<file path="src/rtl/btg_pkg.sv">
package btg_pkg;
  typedef enum logic [1:0] {
    BK_LONG_IMM  = 2'b00,
    BK_SHORT_IMM = 2'b01,
    BK_VIA_CTR   = 2'b10,
    BK_VIA_LR    = 2'b11
  } btg_kind_e;
endpackage

</file>
<file path="src/rtl/btg_imm_target.sv">
module btg_imm_target #(
  parameter int ADDR_W = 32,
  parameter int DISP_W = 24
) (
  input  logic [ADDR_W-1:0] base_pc,
  input  logic [DISP_W-1:0] word_off,
  input  logic              absolute,
  output logic [ADDR_W-1:0] target
);
  localparam int EXT_W = ADDR_W - DISP_W - 2;

  logic [ADDR_W-1:0] byte_off;

  // word offset becomes a sign-extended byte offset
  assign byte_off = {{EXT_W{word_off[DISP_W-1]}}, word_off, 2'b00};
  assign target   = absolute ? byte_off : (base_pc + byte_off);
endmodule

</file>
<file path="src/rtl/btg_reg_target.sv">
module btg_reg_target #(
  parameter int ADDR_W = 32
) (
  input  logic [ADDR_W-1:0] count_reg,
  input  logic [ADDR_W-1:0] link_reg,
  input  logic              use_link,
  output logic [ADDR_W-1:0] target
);
  logic [ADDR_W-1:0] picked;

  assign picked = use_link ? link_reg : count_reg;
  assign target = {picked[ADDR_W-1:2], 2'b00};
endmodule

</file>
<file path="src/rtl/branch_target_gen.sv">
module branch_target_gen #(
  parameter int ADDR_W       = 32,
  parameter int LONG_DISP_W  = 24,
  parameter int SHORT_DISP_W = 14,
  parameter int INSN_BYTES   = 4
) (
  input  logic                   clk,
  input  logic                   rst,
  input  logic                   in_valid,
  input  logic [ADDR_W-1:0]      cur_pc,
  input  logic [LONG_DISP_W-1:0] disp,
  input  logic                   is_abs,
  input  logic                   do_link,
  input  logic [1:0]             kind,
  input  logic                   taken,
  input  logic [ADDR_W-1:0]      lr_val,
  input  logic [ADDR_W-1:0]      ctr_val,
  output logic                   out_valid,
  output logic [ADDR_W-1:0]      next_pc,
  output logic                   lr_we,
  output logic [ADDR_W-1:0]      lr_wdata
);
  import btg_pkg::*;

  localparam logic [ADDR_W-1:0] STEP = ADDR_W'(INSN_BYTES);

  btg_kind_e         kind_e;
  logic [ADDR_W-1:0] seq_pc;
  logic [ADDR_W-1:0] long_tgt;
  logic [ADDR_W-1:0] short_tgt;
  logic [ADDR_W-1:0] reg_tgt;
  logic              go;
  logic [ADDR_W-1:0] pc_d;

  assign kind_e = btg_kind_e'(kind);
  assign seq_pc = cur_pc + STEP;

  btg_imm_target #(.ADDR_W(ADDR_W), .DISP_W(LONG_DISP_W)) u_long (
    .base_pc (cur_pc),
    .word_off(disp),
    .absolute(is_abs),
    .target  (long_tgt)
  );

  btg_imm_target #(.ADDR_W(ADDR_W), .DISP_W(SHORT_DISP_W)) u_short (
    .base_pc (cur_pc),
    .word_off(disp[SHORT_DISP_W-1:0]),
    .absolute(is_abs),
    .target  (short_tgt)
  );

  // the link operand is the value presented now, before any write lands
  btg_reg_target #(.ADDR_W(ADDR_W)) u_reg (
    .count_reg(ctr_val),
    .link_reg (lr_val),
    .use_link (kind_e == BK_VIA_LR),
    .target   (reg_tgt)
  );

  always_comb begin
    go = (kind_e == BK_LONG_IMM) | taken;
    case (kind_e)
      BK_LONG_IMM:  pc_d = long_tgt;
      BK_SHORT_IMM: pc_d = short_tgt;
      default:      pc_d = reg_tgt;
    endcase
    if (!go) pc_d = seq_pc;
  end

  always_ff @(posedge clk) begin
    if (rst) begin
      out_valid <= 1'b0;
      next_pc   <= '0;
      lr_we     <= 1'b0;
      lr_wdata  <= '0;
    end else begin
      out_valid <= in_valid;
      lr_we     <= in_valid & do_link;
      if (in_valid) begin
        next_pc  <= pc_d;
        lr_wdata <= seq_pc;
      end
    end
  end

  AST_LINK_WRITE: assert property (@(posedge clk) disable iff (rst)
    (in_valid && do_link) |=> (lr_we && lr_wdata == $past(cur_pc) + STEP));

  AST_FALL_THROUGH: assert property (@(posedge clk) disable iff (rst)
    (in_valid && kind != 2'b00 && !taken) |=> (next_pc == $past(cur_pc) + STEP));

  AST_CTR_TARGET: assert property (@(posedge clk) disable iff (rst)
    (in_valid && kind == 2'b10 && taken) |=> (next_pc == {$past(ctr_val[ADDR_W-1:2]), 2'b00}));

  AST_LR_OLD_VALUE: assert property (@(posedge clk) disable iff (rst)
    (in_valid && kind == 2'b11 && taken) |=> (next_pc == {$past(lr_val[ADDR_W-1:2]), 2'b00}));

  AST_IDLE_HOLD: assert property (@(posedge clk) disable iff (rst)
    !in_valid |=> (!out_valid && !lr_we && $stable(next_pc)));
endmodule

</file>
<file path="config.mk">
export PLATFORM = sky130hd
export DESIGN_NAME = branch_target_gen
export DESIGN_NICKNAME = d
export VERILOG_FILES = /design/src/rtl/btg_pkg.sv /design/src/rtl/btg_imm_target.sv /design/src/rtl/btg_reg_target.sv /design/src/rtl/branch_target_gen.sv
export SDC_FILE = /design/constraint.sdc
export NUM_CORES = 1
export LEC_CHECK = 0
export BUFFER_PORTS_ARGS = -buffer_cell sky130_fd_sc_hd__buf_4
export CAP_MARGIN = 25
export CORE_AREA = 2 2 214 111
export CTS_BUF_LIST = sky130_fd_sc_hd__clkbuf_4
export CTS_CLUSTER_SIZE = 14
export DETAILED_ROUTE_END_ITERATION = 7
export DIE_AREA = 0 0 216 113
export SYNTH_ARGS = -nofsm -noshare
export SYNTH_HDL_FRONTEND = slang
export SYNTH_SLANG_ARGS = --single-unit
export TNS_END_PERCENT = 30
</file>
<file path="constraint.sdc">
create_clock -name clk -period 4.1 [get_ports clk]
set_input_delay 1.025 -clock clk [delete_from_list [all_inputs] [get_ports clk]]
set_output_delay 1.025 -clock clk [all_outputs]
set_load 0.01 [all_outputs]
</file>
==> metrics.yaml <==
outcome: "complete, no violations"
area_growth_pct: 30.5
drt_iter0_drc: 850
final_cell_mix: "buf_4, nor2_1, o21ai_0"
coreArea_sq_um: 22400
path_max_fanout: 3
drive_above_1_share_pct: 25.4
cts_tree: "yes"
fill_cells: 2449
synthSimpleGateAreaFrac_pct: 20.6
multiInputGateArea_sq_um: 4950
synthXorXnorAreaFrac_pct: 8.72
tightest_slew_ns: 1.04
instances_no_fill: 1389
finalMaxSlewViolations: 0
syn_nets: 1060
overflow: 0
synth-edff-count: 0
end_kind: "flip-flop"
startpoint_type: "input port"
clockRootBuffer: "clkbuf_4"
max_freq_mhz: 270
routedWlPerCell_microns: 21.9
cts.htree.levels: 3
layout_commonest_cell: "buf_4"
yosysWarnings: 0
route.vias.total: 7832
grt_max_degree: 58
fp.dieW_microns: 216
hpwl_microns: 24200
routabilityCongestion: 0.997
synth_top_family_by_area: "compound AO/OA/AOI/OAI gates"
p_leak_nw: 3.73
rows: 39
avgSynthCellArea_sq_um: 7.48
dp_cells: 1373
crit_arrival_ns: 4.07
cts_buffer_depth: 2
yosys_register_bits: 66
whs_ns: 0.460
synth_ff_type: "dfxtp_1"
hold_viol: 0
synth_mux_area_share_pct: 2.28
start_util_pct: 29.5
drc: 0
synth_fa_ha_area_share_pct: 8.80
via_per_inst: 5.64
synth_compound_area_share_pct: 34.3
async_flop_share_pct: 0
numPortBuffers: 189
grt_pass1_vias: 7396
worst_clock_skew_ns: 0
grt_pass1_wl_microns: 45900
ir_worst_vdd_mv: 0.169
fp.dieArea_sq_um: 24400
yosysSeqAreaShare_pct: 19.9
antenna_found_initial: 0
post_cts_buffers: 0
cts.clk_slew.worst_paths_ns: 0.15
antenna_cells: 0
ant_nets: 0
worstPathRequired_ns: 4.47
min_period_ns: 3.70
ioPinCount: 194
holdBufCountCts: 0
clk_latency_ns: 0.48
rsz0062_at_grt: "no"
numCtsBuffers: 9
firstDrtPassIters: 7
powerDensity_nw_per_um2: 262
syn_inst: 886
netlist_area_sq_um: 6630
seqCellArea_sq_um: 1320
drv_cap: 0
cts.sinks: 66
track_usage_pct: 25.1
tns_ns: 0
holdCritPathClass: "reg -> reg"
fin_nets: 1251
ys_types: 79
setup_viol: 0
layout_worst_path_cycle_share_pct: 90.3
criticalPathCategory: "in -> reg"
die_height_microns: 113
post_cts_resized: 0
wl_microns: 30400
slew_headroom_pct: 30.1
-- synth_stat cells (all sizes together) (8+ instances only) --
master,instances,area share [%]
nor2,105,5.9
o21ai,79,6.2
nand2,70,4.0
dfxtp,66,20
a21oi,64,5.2
a211oi,52,6.0
ha,45,8.5
clkbuf,40,2.4
nand3,37,2.9
xnor2,33,4.4
xor2,33,4.4
a21o,20,2.3
inv,20,1.1
nor3,17,1.4
and3,15,1.4
buf,15,1.6
nand4,15,1.4
mux2i,14,2.1
a31oi,12,1.1
nand2b,10,0.94
o211ai,10,1.1
a22oi,9,1.0
nor2b,9,0.96
a221oi,8,1.1
-- area by class of cell --
class	instances	area share, %
Multi-Input combinational cell	744	57.3
Timing Repair Buffer	236	20.5
Sequential cell	66	15.3
Tap cell	307	4.44
Clock buffer	12	1.04
Inverter	20	0.868
Clock inverter	4	0.593
-- worst max-delay path: stages --
cell and delay (ns):
buf_4 0.09, ha_1 0.16, inv_1 0.06, fa_1 0.39, and2b_1 0.24, o2111ai_1 0.25
a21oi_4 0.25, o31ai_1 0.10, buf_4 0.16, a221oi_1 0.54, a311oi_1 0.22, xor2_1 0.16
nand2_1 0.07, a221oi_1 0.24, a211oi_1 0.10
-- power breakdown --
part	switching (W)	internal, W
sequential	0.0000347	0.000692
clock	0.000292	0.000207
combinational	0.000594	0.000449
-- sequential cells by signal, indices dropped and copies added (netlist names) --
name,count
out_valid,1
next_pc,32
lr_we,1
lr_wdata,32
-- final timing paths --
| check | startpoint | to | slack [ns] | cells after the start |
|---|---|---|---|---|
| worst max-delay path | cur_pc[2] | next_pc[30] | 0.40 | 15 |
| worst min-delay path | next_pc[10] | next_pc[10] | 0.46 | 2 |
| worst max register to register | next_pc[19] | next_pc[19] | 2.68 | 3 |
| worst min register to register | next_pc[10] | next_pc[10] | 0.46 | 2 |
-- per-layer routing --
| layer | vias to the layer above | part of all wire (%) | GRT usage (%) |
|---|---|---|---|
| met5 | - | 0.30 | 3.14 |
| met4 | 2 | 2.0 | 6.30 |
| met3 | 40 | 13 | 10.4 |
| met2 | 426 | 36 | 31.0 |
| met1 | 3659 | 49 | 38.1 |
| li1 | 3705 | - | - |
-- cells by family after synthesis --
group,count (synthesis)
multiplexers,15
adder cells (fa/ha/maj),46
buffers and inverters,76
XOR/XNOR,66
AO/OA/AOI/OAI,323
flip-flops,66
AND/OR/NAND/NOR,294
-- metrics by stage --
step                cell area, sq um  util (%)  setup slack [ns]  power, W
finish                          8650      38.5             0.397   0.00227
global route                    8650      38.5             0.158   0.00240
CTS                             8650      38.5             0.480   0.00226
detailed placement              8510      37.9           -0.0185   0.00176
global placement                8510      37.9            0.0320   0.00175
floorplan                       6630         -             0.536   0.00133
No activity file was read; power rests on OpenSTA's default activity.
